[src/rtl/rxq_pkg.sv]
package rxq_pkg;

   localparam int unsigned RXQ_NLVL = 4;

   typedef int unsigned lvl_tab_t [RXQ_NLVL];

   // fill levels selected by trig_sel = 0,1,2,3
   localparam lvl_tab_t RXQ_LVL_DFLT = '{1, 4, 8, 14};

   typedef struct packed {
      logic rdy;
      logic trig;
      logic irq;
      logic ovr;
   } rxq_flag_t;

endpackage

[src/rtl/rxq_store.sv]
module rxq_store #(
   parameter  int unsigned DEPTH = 16,
   parameter  int unsigned DW    = 8,
   localparam int unsigned AW    = $clog2(DEPTH)
) (
   input  logic          clk,
   input  logic          rst_n,
   input  logic          clr,
   input  logic          push,
   input  logic          pop,
   input  logic [DW-1:0] din,
   output logic [DW-1:0] dout
);

   logic [DW-1:0] mem [DEPTH];
   logic [AW-1:0] wp;
   logic [AW-1:0] rp;

   always_ff @(posedge clk or negedge rst_n) begin
      if (!rst_n) begin
         wp   <= '0;
         rp   <= '0;
         dout <= '0;
      end else if (clr) begin
         wp <= '0;
         rp <= '0;
      end else begin
         if (push) wp <= wp + 1'b1;
         if (pop) begin
            rp   <= rp + 1'b1;
            dout <= mem[rp];
         end
      end
   end

   always_ff @(posedge clk) begin
      if (push && !clr) mem[wp] <= din;
   end

endmodule

[src/rtl/rxq_level.sv]
module rxq_level #(
   parameter  int unsigned DEPTH = 16,
   localparam int unsigned CW    = $clog2(DEPTH + 1)
) (
   input  logic          clk,
   input  logic          rst_n,
   input  logic          clr,
   input  logic          fifo_en,
   input  logic          wr_stb,
   input  logic          rd_stb,
   output logic          push,
   output logic          pop,
   output logic          drop,
   output logic [CW-1:0] cnt
);

   logic full;

   always_comb begin
      pop  = rd_stb && (cnt != '0);
      full = fifo_en ? (cnt >= CW'(DEPTH)) : (cnt != '0);
      // a write into a full queue still fits when a read frees a slot
      push = wr_stb && (!full || pop);
      drop = wr_stb && !push;
   end

   always_ff @(posedge clk or negedge rst_n) begin
      if (!rst_n) begin
         cnt <= '0;
      end else if (clr) begin
         cnt <= '0;
      end else begin
         unique case ({push, pop})
            2'b10:   cnt <= cnt + 1'b1;
            2'b01:   cnt <= cnt - 1'b1;
            default: cnt <= cnt;
         endcase
      end
   end

endmodule

[src/rtl/rxq_flags.sv]
module rxq_flags
   import rxq_pkg::*;
#(
   parameter  int unsigned DEPTH = 16,
   parameter  lvl_tab_t    LVL   = RXQ_LVL_DFLT,
   localparam int unsigned CW    = $clog2(DEPTH + 1)
) (
   input  logic          clk,
   input  logic          rst_n,
   input  logic          clr,
   input  logic          fifo_en,
   input  logic          rx_int_en,
   input  logic [1:0]    trig_sel,
   input  logic          drop,
   input  logic [CW-1:0] cnt,
   output rxq_flag_t     flags
);

   logic [RXQ_NLVL-1:0] hit_vec;
   logic                lvl_hit;

   for (genvar i = 0; i < RXQ_NLVL; i++) begin : g_cmp
      assign hit_vec[i] = (cnt >= CW'(LVL[i]));
   end

   assign lvl_hit = fifo_en ? hit_vec[trig_sel] : (cnt != '0);

   always_ff @(posedge clk or negedge rst_n) begin
      if (!rst_n) begin
         flags <= '0;
      end else if (clr) begin
         flags <= '0;
      end else begin
         flags.rdy  <= (cnt != '0);
         flags.trig <= lvl_hit;
         flags.irq  <= lvl_hit && rx_int_en;
         flags.ovr  <= drop;
      end
   end

endmodule

[src/rtl/rxq_rx_fifo.sv]
module rxq_rx_fifo
   import rxq_pkg::*;
#(
   parameter  int unsigned DEPTH = 16,
   parameter  int unsigned DW    = 8,
   parameter  lvl_tab_t    LVL   = RXQ_LVL_DFLT,
   localparam int unsigned CW    = $clog2(DEPTH + 1)
) (
   input  logic          clk,
   input  logic          rst_n,
   input  logic          clr,
   input  logic          fifo_en,
   input  logic          rx_int_en,
   input  logic [1:0]    trig_sel,
   input  logic          wr_stb,
   input  logic [DW-1:0] wr_data,
   input  logic          rd_stb,
   output logic [DW-1:0] rd_data,
   output logic          data_rdy,
   output logic          trig_stat,
   output logic          rx_irq,
   output logic          overrun
);

   if (DEPTH < 2 || (DEPTH & (DEPTH - 1)) != 0) begin : g_bad_depth
      $error("rxq_rx_fifo: DEPTH must be a power of two and at least 2");
   end
   if (DW < 1) begin : g_bad_dw
      $error("rxq_rx_fifo: DW must be at least 1");
   end
   for (genvar i = 0; i < RXQ_NLVL; i++) begin : g_lvl_chk
      if (LVL[i] < 1 || LVL[i] > DEPTH) begin : g_bad_lvl
         $error("rxq_rx_fifo: trigger level out of range");
      end
   end

   logic          push;
   logic          pop;
   logic          drop;
   logic [CW-1:0] cnt;
   rxq_flag_t     flags;

   rxq_level #(.DEPTH(DEPTH)) u_level (
      .clk     (clk),
      .rst_n   (rst_n),
      .clr     (clr),
      .fifo_en (fifo_en),
      .wr_stb  (wr_stb),
      .rd_stb  (rd_stb),
      .push    (push),
      .pop     (pop),
      .drop    (drop),
      .cnt     (cnt)
   );

   rxq_store #(.DEPTH(DEPTH), .DW(DW)) u_store (
      .clk   (clk),
      .rst_n (rst_n),
      .clr   (clr),
      .push  (push),
      .pop   (pop),
      .din   (wr_data),
      .dout  (rd_data)
   );

   rxq_flags #(.DEPTH(DEPTH), .LVL(LVL)) u_flags (
      .clk       (clk),
      .rst_n     (rst_n),
      .clr       (clr),
      .fifo_en   (fifo_en),
      .rx_int_en (rx_int_en),
      .trig_sel  (trig_sel),
      .drop      (drop),
      .cnt       (cnt),
      .flags     (flags)
   );

   assign data_rdy  = flags.rdy;
   assign trig_stat = flags.trig;
   assign rx_irq    = flags.irq;
   assign overrun   = flags.ovr;

endmodule

[config.mk]
export PLATFORM = sky130hd
export DESIGN_NAME = rxq_rx_fifo
export DESIGN_NICKNAME = d
export VERILOG_FILES = /design/src/rtl/rxq_pkg.sv /design/src/rtl/rxq_store.sv /design/src/rtl/rxq_level.sv /design/src/rtl/rxq_flags.sv /design/src/rtl/rxq_rx_fifo.sv
export SDC_FILE = /design/constraint.sdc
export NUM_CORES = 1
export LEC_CHECK = 0
export BUFFER_PORTS_ARGS = -buffer_cell sky130_fd_sc_hd__buf_2
export CELL_PAD_IN_SITES_DETAIL_PLACEMENT = 2
export CELL_PAD_IN_SITES_GLOBAL_PLACEMENT = 2
export CORE_MARGIN = 10
export CORE_UTILIZATION = 50
export CTS_BUF_LIST = sky130_fd_sc_hd__clkbuf_8
export DETAILED_ROUTE_END_ITERATION = 10
export HOLD_SLACK_MARGIN = 0.02
export PLACE_DENSITY = 0.81
export SLEW_MARGIN = 20
export SYNTH_ARGS = -nofsm -noshare
export SYNTH_HDL_FRONTEND = slang
export SYNTH_SLANG_ARGS = --single-unit
[constraint.sdc]
create_clock -name clk -period 7.06 [get_ports clk]
set_input_delay 1.059 -clock clk [delete_from_list [all_inputs] [get_ports clk]]
set_output_delay 1.059 -clock clk [all_outputs]
set_load 0.005 [all_outputs]
Word-level counts from Yosys, hierarchy flattened
Memories as Yosys holds them, arrays and structs flattened. A register that Yosys moved wholly into a read port is not among the register bits.
Cells that the tools add are included.

operators by class
  $add $sub $neg = 4
  multiply operators = 0
  divide/modulo/power cells = 0
  $lt $le $gt $ge = 6
  eq/ne operators = 2
  shift-type cells = 0
  multiplexer cells = 13
  bitwise operators = 1
  reduce and logical (&&, ||, !) cells = 15

operator list
  operator               number
  $mux W4                5
  $ge A5 B4 Y1 const B   2
  $pmux W5 S2            1
  $add A4 B1 Y4 const B  2
  $add A5 B1 Y5 const B  1
  $ge A5 B1 Y1 const B   1
  $ge A5 B3 Y1 const B   1
  $ge A5 B5 Y1 const B   1
  $logic_and A1 B1 Y1    5
  $mux W1                5
  $mux W5                1
  $reduce_bool A5 Y1     1
  $sub A5 B1 Y5 const B  1
  $logic_not A1 Y1       4
  $reduce_bool A2 Y1     2
  $lt A2 B3 Y1 const B   1
  $reduce_bool A3 Y1     1
  $bmux W1 S2            1
  $eq A2 B1 Y1 const B   1
  $eq A2 B2 Y1 const B   1
  $reduce_and A2 Y1      1
  $logic_or A1 B1 Y1     1
  $not A1 Y1             1

storage, ports and cells
  bits in registers = 17
  latch bits = 0
  memory bits (writable) = 128
  bits in read-only memories = 0
  memories kept = 1

memory list
  name         words  bits a word  read ports  clocked after Yosys merged registers in  wr ports  line             text
  u_store.mem  16     8            1           1                                        1         rxq_store.sv:15  logic [DW-1:0] mem [DEPTH];

Depth between registers and ports, before layout
Gate-level depths: netlist (run 1).

  depth in word-level cells = 8
  depth in mapped cells = 7

By module
A second synthesis (run 1) with hierarchy kept.

second synthesis, totals
  cells, all modules = 424
  area, all modules = 6472.5 um2

modules (own cells, without submodules)
  module     instances  cells an instance  area an instance (um2)  sequential area each (um2)
  rxq_store  1          362                5843.1                  4244.1
  rxq_level  1          44                 427.9                   125.1
  rxq_flags  1          18                 201.4                   100.1

Worst setup path before layout (run 1)
No wires, ideal clock.

  kind = in2reg
  start point = in clr
  end point = mem u_store.mem[0][0], enable pin
  library setup time = 383 ps
  arrival time = 2275 ps
  setup slack = 4401 ps
  stages on the path = 4
  path buffers = 1
  path through = clkbuf_1 -> nor2b_1 -> o211ai_1 -> nor3_1

on the way
  cells in the longest elaborated chain, start to end = 4

ends and longest elaborated chain
  item                           line               text
  from (decl)                    rxq_rx_fifo.sv:11  input logic clr,
  $logic_not A1 Y1               rxq_store.sv:37    if (push && !clr) mem[wp] <= din;
  $logic_and A1 B1 Y1            rxq_store.sv:37
  $mux W1                        rxq_store.sv:37
  $mux W1 (not written as such)  rxq_store.sv:37
  to (decl)                      rxq_store.sv:15

No other way between the ends.

Worst setup path in the final report (run 1)
  start point = reg u_level.cnt[1]
  end point = mem u_store.mem[13][3], enable pin

on the way
  cells in the longest elaborated chain, start to end = 8
  elaborated cells on any way between the ends = 10

ends and longest elaborated chain
  item                                                line                              text
  from (decl)                                         rxq_level.sv:14                   output logic [CW-1:0] cnt
  from (signal assigned)                              rxq_level.sv:34                   2'b10: cnt <= cnt + 1'b1;
  from (signal assigned)                              rxq_level.sv:35                   2'b01: cnt <= cnt - 1'b1;
  from (signal assigned)                              rxq_level.sv:36                   default: cnt <= cnt;
  $ge A5 B5 Y1 or $reduce_bool A5 Y1 (tied branches)  rxq_level.sv:21, rxq_level.sv:20
  $mux W1                                             rxq_level.sv:21                   full = fifo_en ? (cnt >= CW'(DEPTH)) : (cnt != '0);
  $logic_not A1 Y1                                    rxq_level.sv:23                   push = wr_stb && (!full || pop);
  $logic_or A1 B1 Y1 (*)                              rxq_level.sv:23
  $logic_and A1 B1 Y1 (*)                             rxq_level.sv:23
  $logic_and A1 B1 Y1 (*)                             rxq_store.sv:37
  $mux W1 (*)                                         rxq_store.sv:37
  $mux W1 (not written as such) (*)                   rxq_store.sv:37

Mark *: on every way between the ends. The rest lies on a longest branch, timed or not.

==> results.sh, run 1 <==
export IMPL_antenna_cells=0
export IMPL_overflow=0
export IMPL_internal_power_mw=1.66
export IMPL_path_class="flop to flop"
export IMPL_cts_resized=0
export IMPL_vias=3657
export IMPL_ys_top_cells_by_area="edfxtp_1 (61%), dfrtp_1 (9.9%), mux4_2 (5.7%), mux2i_1 (5.4%), a22oi_1 (3.0%)"
export IMPL_numPortBuffers=28
export IMPL_dr_first_iter_drc_count=299
export IMPL_io_pins=29
export IMPL_finClkSkew_ps=17.6
export IMPL_clockRootBuffer="clkbuf_8"
export IMPL_drv_cap=0
export IMPL_ys_types=43
export IMPL_synthArstFlopShare_pct=16.3
export IMPL_p_switching_mw=0.732
export IMPL_die_y_microns=133
export IMPL_grt_pass1_vias=4200
export IMPL_finalPower_mw=2.40
export IMPL_hold_depth=2
export IMPL_setup_viol=0
export IMPL_place_ws_ps=3540
export IMPL_viasPerCell=6.15
export IMPL_synth_edf_count=128
export IMPL_seqPwrFrac_pct=45.6
export IMPL_final_nets=436
export IMPL_drive_above_1_share_pct=21.3
export IMPL_hold_worst_slack_ps=511
export IMPL_critPathMaxFanout=8
export IMPL_finalCriticalPeriod_ps=2980
export IMPL_syn_to_final_growth_pct=11.7
export IMPL_clkPwrFrac_pct=31.2
export IMPL_ys_ff_latch=153
export IMPL_rsz0062_at_grt="no"
export IMPL_wl_per_cell_microns=30.2
export IMPL_r2r_start="u_level.cnt[1]"
export IMPL_yosys_area_top_type="edfxtp_1"
export IMPL_fin_crit_sh_pct=42.2
export IMPL_final_antenna_net_count=0
export IMPL_synth_area_sq_mm=0.00635
export IMPL_synth_top_area_share_pct=60.5
export IMPL_relSlewSlack_pct=27.0
export IMPL_end_kind="flop"
export IMPL_dr_pass1_iters=5
export IMPL_start_util_pct=50.7
export IMPL_timing_final_ws_setup_ps=4080
export IMPL_crit_required_ps=7150
export IMPL_vdd_drop_max_v=0.000241
export IMPL_yosysWarnings=0
export IMPL_finalInstanceArea_sq_mm=0.00709
export IMPL_grt_pass1_wl_mm=27.4
export IMPL_slew_viol_final=0
export IMPL_dieWidth_microns=133
export IMPL_yosysMostFrequentCell="edfxtp_1"
export IMPL_pwr_density_cell_mw_per_mm2=338
export IMPL_cts_max_level=4
export IMPL_cts_tree="built"
export IMPL_synthTopCellsByCount="edfxtp_1 (128), mux2i_1 (34), a22oi_1 (25), dfrtp_1 (25), nor2_1 (23)"
export IMPL_hold_class="flop to flop"
export IMPL_clk_path_buf_depth=2
export IMPL_syn_inst=381
export IMPL_antenna_found_initial=0
export IMPL_instances_no_fill=595
export IMPL_grt_usage_pct=21.1
export IMPL_rrSetupSlack_ps=4080
export IMPL_cts_hold_buffers=0
export IMPL_cts_buffers=17
export IMPL_cts_sinks=153
export IMPL_final_core_util_pct=56.7
export IMPL_worstSkewPairLatency_ps=470
export IMPL_p_sw_share_pct=30.6
export IMPL_drc_errors=0
export IMPL_ys_seq_area_share_pct=70.4
export IMPL_r2r_cells=6
export IMPL_wl_mm=18.0
export IMPL_cp_start_kind="flop"
export IMPL_hold_viol=0
export IMPL_dp_hpwl_mm=11.1
export IMPL_post_place_cells=563
export IMPL_rows=41
export IMPL_post_cts_setup_buffer_count=0
export IMPL_place_congestion=0.774
export IMPL_tightest_slew_ps=1090
export IMPL_synthFlopType="edfxtp_1"
export IMPL_rr_endpoint="u_store.mem[13][3]"
export IMPL_syn_num_nets=407
export IMPL_min_delay_worst_endpoint="u_store.dout[6]"
export IMPL_pwr_share_comb_pct=23.2
export IMPL_path_clk_slew_ps=80
export IMPL_grt_max_degree=52
export IMPL_coreArea_sq_mm=0.0125
export IMPL_avgSynthCellArea_sq_um=16.7
export IMPL_clock_fmax_mhz=336
export IMPL_placed_cell_area_sq_mm=0.00662
export IMPL_status="finished clean"
export IMPL_finalSetupTns_ps=0
export IMPL_dieArea_sq_mm=0.0176
export IMPL_min_delay_start="u_store.dout[6]"
export IMPL_leakagePower_nw=2.40
export IMPL_arrival_ps=3070
power groups by stage:
stage | Combinational [mW] | Clock, mW | Sequential, mW
after floorplan | 0.370 | 0 | 1.09
after global placement | 0.503 | 0 | 1.10
after detailed placement | 0.543 | 0 | 1.11
after CTS | 0.561 | 0.760 | 1.09
after global routing | 0.599 | 0.791 | 1.10
final | 0.555 | 0.748 | 1.09
critical path, stage by stage (launching register included):
cell	delay, ps
dfrtp_1	450
inv_1	190
ha_1	240
nor3b_1	350
o21a_1	330
o211ai_1	310
nor2_1	740
how the worst max path moves through the flow:
stage | startpoint | end | slack [ps] | cells after the start
after floorplan | clr | u_store.mem[0][0] | 4400 | 4
after global placement | clr | u_store.mem[1][7] | 3840 | 4
after CTS | u_level.cnt[1] | u_store.mem[1][7] | 3700 | 6
final | u_level.cnt[1] | u_store.mem[13][3] | 4080 | 6
after detailed placement | clr | u_store.mem[1][1] | 3540 | 4
after global routing | u_level.cnt[0] | u_store.mem[13][1] | 3820 | 6
routing by layer:
layer / vias up / GRT usage (%) / routed length [microns]
met3: 33 / 4.81 / 775
li1: 1554 / - / -
met1: 1948 / 25.1 / 7310
met5: - / 0 / 0
met2: 122 / 36.2 / 9400
met4: 0 / 8.80 / 484
final cells by class:
class                      instances  area, sq um
tap                              172          215
timing repair buffer              30          155
sequential                       153         4470
clock inverter                    12          174
multi-input combinational        201         1780
inverter                           7         26.3
fill                            1133         5420
clock buffer                      20          275
placed cells by master (no fill, tap or decap), drive strengths merged, types with 5 or more instances in the layout:
master,count
mux2i,34
clkbuf,20
o211ai,5
mux4,16
nor3,8
nor2b,10
buf,30
nand2b,6
edfxtp,128
a32oi,9
ha,9
inv,12
a22oi,26
mux2,5
nand2,13
dfrtp,25
nor2,23
flip-flops by register name (all words and copies together) (netlist names):
signal         count
u_level.cnt        5
u_flags.flags      4
u_store.wp         4
u_store.mem      128
u_store.dout       8
u_store.rp         4
logic make-up (layout without fill, tap and decap cells):
logic type | Yosys count | count (layout) | share of synthesized area (%)
simple gates | 79 | 79 | 7.05
flops | 153 | 153 | 70.4
compound gates | 55 | 55 | 6.50
fa+ha+maj | 9 | 9 | 1.77
buf+inv | 27 | 69 | 1.95
mux | 55 | 55 | 11.9
xor+xnor | 3 | 3 | 0.414
Note: power is estimated with default switching activity, not from simulation.
==> run 2: changes to the inputs <==
--- a/config.mk
+++ b/config.mk
@@ -9,11 +9,11 @@
 export CELL_PAD_IN_SITES_DETAIL_PLACEMENT = 2
 export CELL_PAD_IN_SITES_GLOBAL_PLACEMENT = 2
 export CORE_MARGIN = 10
-export CORE_UTILIZATION = 50
+export CORE_UTILIZATION = 48
 export CTS_BUF_LIST = sky130_fd_sc_hd__clkbuf_8
 export DETAILED_ROUTE_END_ITERATION = 10
 export HOLD_SLACK_MARGIN = 0.02
-export PLACE_DENSITY = 0.81
+export PLACE_DENSITY = 0.78
 export SLEW_MARGIN = 20
 export SYNTH_ARGS = -nofsm -noshare
 export SYNTH_HDL_FRONTEND = slang
==> constraint.sdc (replaced) <==
create_clock -name clk -period 2.9 [get_ports clk]
set_input_delay 0.435 -clock clk [delete_from_list [all_inputs] [get_ports clk]]
set_output_delay 0.435 -clock clk [all_outputs]
set_load 0.005 [all_outputs]
==> results.sh, run 2 (synthesis gave the netlist of run 1 again) <==
export IMPL_path_cells="inv_1 > ha_1 > nor3b_2 > o21a_1 > o211ai_1 > nor3_1 > buf_4"
export IMPL_leakagePower_nw=2.46
export IMPL_grt_pass1_wl_mm=27.8
export IMPL_finalSetupTns_ps=0
export IMPL_io_pins=29
export IMPL_wl_per_cell_microns=30.0
export IMPL_slowest_stage="dfrtp_1"
export IMPL_crit_buf_inv=2
export IMPL_path_clk_slew_ps=90
export IMPL_critPathMaxFanout=8
export IMPL_hold_viol=0
export IMPL_finalPower_mw=5.65
export IMPL_coreArea_sq_mm=0.0128
export IMPL_final_nets=455
export IMPL_p_sw_share_pct=31.0
export IMPL_slew_viol_final=0
export IMPL_vias=3650
export IMPL_drive_above_1_share_pct=23.1
export IMPL_grt_usage_pct=21.1
export IMPL_largest_register="u_store.mem"
export IMPL_clkPwrFrac_pct=28.4
export IMPL_layout_common_cells="edfxtp_1 (128), mux2i_1 (34), buf_2 (28)"
export IMPL_r2r_start="u_level.cnt[0]"
export IMPL_worstSkewPairLatency_ps=460
export IMPL_p_switching_mw=1.75
export IMPL_relSlewSlack_pct=46.7
export IMPL_clockRootBuffer="clkbuf_8"
export IMPL_pwr_density_cell_mw_per_mm2=787
export IMPL_place_ws_ps=169
export IMPL_rsz0062_at_grt="no"
export IMPL_tightest_slew_ps=793
export IMPL_antenna_cells=0
export IMPL_finalCriticalPeriod_ps=2690
export IMPL_antenna_found_initial=1
export IMPL_setup_viol=0
export IMPL_top_regs="u_store.mem (128), u_store.dout (8), u_level.cnt (5)"
export IMPL_dr_pass1_iters=5
export IMPL_syn_to_final_growth_pct=12.9
export IMPL_finClkSkew_ps=18.8
export IMPL_path_class="flop to flop"
export IMPL_internal_power_mw=3.90
export IMPL_wl_mm=18.4
export IMPL_min_delay_start="rx_int_en"
export IMPL_rows=41
export IMPL_clk_path_buf_depth=2
export IMPL_viasPerCell=5.94
export IMPL_die_y_microns=135
export IMPL_post_cts_setup_buffer_count=0
export IMPL_dieWidth_microns=135
export IMPL_fin_crit_sh_pct=92.9
export IMPL_final_antenna_net_count=0
export IMPL_start_util_pct=49.7
export IMPL_cp_startpoint="u_level.cnt[0]"
export IMPL_overflow=0
export IMPL_drc_errors=0
export IMPL_cp_start_kind="flop"
export IMPL_fillers=1103
export IMPL_hold_class="input pin to flop"
export IMPL_cts_max_level=4
export IMPL_dr_first_iter_drc_count=341
export IMPL_final_common_cell="edfxtp_1"
export IMPL_largest_register_ffs=128
export IMPL_timing_final_ws_setup_ps=207
export IMPL_cts_buffers=17
export IMPL_cts_sinks=153
export IMPL_grt_pass1_vias=4139
export IMPL_cts_tree="built"
export IMPL_dp_hpwl_mm=11.5
export IMPL_seqPwrFrac_pct=46.9
export IMPL_status="finished clean"
export IMPL_slowest_delay_ps=460
export IMPL_numPortBuffers=28
export IMPL_crit_required_ps=3060
export IMPL_dieArea_sq_mm=0.0182
export IMPL_pwr_share_comb_pct=24.6
export IMPL_grt_max_degree=33
export IMPL_end_kind="flop"
export IMPL_cp_top_family="simple AND/OR/NAND/NOR gates"
export IMPL_vdd_drop_max_v=0.000449
export IMPL_arrival_ps=2850
export IMPL_drv_cap=0
export IMPL_clock_fmax_mhz=371
export IMPL_place_congestion=0.802
-- run 2: changes by cell type in the layout (fill, tap and decap cells not counted), sizes merged --
cell / delta
buf: +18
bufinv: -1
clkbuf: -3
clkinv: +3
clkinvlp: +1
dlygate4sd3: +1
-- run 2: power groups by stage --
stage | combinational, mW | sequential [mW] | clock, mW
finish | 1.39 | 2.65 | 1.60
global route | 1.50 | 2.66 | 1.71
detailed placement | 1.34 | 2.69 | 0
global placement | 1.27 | 2.67 | 0
floorplan | 0.901 | 2.64 | 0
CTS | 1.40 | 2.65 | 1.63
-- run 2: what timing repair did --
action                     4_1_cts  5_1_grt
setup endpoints to repair        0       24
hold endpoints to repair        25        0
gates resized for setup          0        3
hold buffers                     1        0
-- run 2: worst paths after layout --
| path | slack, ps | end | cells past startpoint |
|---|---|---|---|
| max | 210 | u_store.mem[1][2] | 7 |
| min | 190 | u_flags.flags[1] | 3 |
| max reg2reg | 210 | u_store.mem[1][2] | 7 |
| min reg2reg | 500 | u_store.dout[2] | 2 |
| max in group asynchronous | 1880 | u_store.rp[1] | 2 |
| min in group asynchronous | 540 | u_store.dout[6] | 2 |
-- run 2: cell type report --
type / instances / area, sq um / area share [%]
repair buffers: 49 / 313 / 4.36
clock buffers: 17 / 234 / 3.26
flip-flops and latches: 153 / 4470 / 62.3
multi-input cells: 201 / 1770 / 24.6
clock inverters: 15 / 145 / 2.02
inverters: 7 / 26.3 / 0.366
well taps: 172 / 215 / 3.00
-- run 2: metal layers --
layer | track usage (%) | wire length, microns
met1 | 25.9 | 7560
met2 | 36.2 | 9680
met3 | 4.34 | 920
met4 | 7.30 | 248
met5 | 0 | 17
-- run 2: worst min-delay path: cells and delay by family --
kind | cells | cell delay, ps
buf+inv | 2 | 130
compound gates | 1 | 40
-- run 2: metrics by stage --
| step | cell area, sq um | hold WS (ps) | std cells | utilization (%) |
|---|---|---|---|---|
| 2_1_floorplan | 6350 | 139 | 381 | - |
| 3_3_place_gp | 6770 | 459 | 581 | 53.0 |
| 3_5_place_dp | 6770 | 474 | 581 | 53.0 |
| 4_1_cts | 7160 | 176 | 614 | 56.1 |
| 5_1_grt | 7170 | 210 | 614 | 56.1 |
| 6_report | 7170 | 191 | 614 | 56.1 |
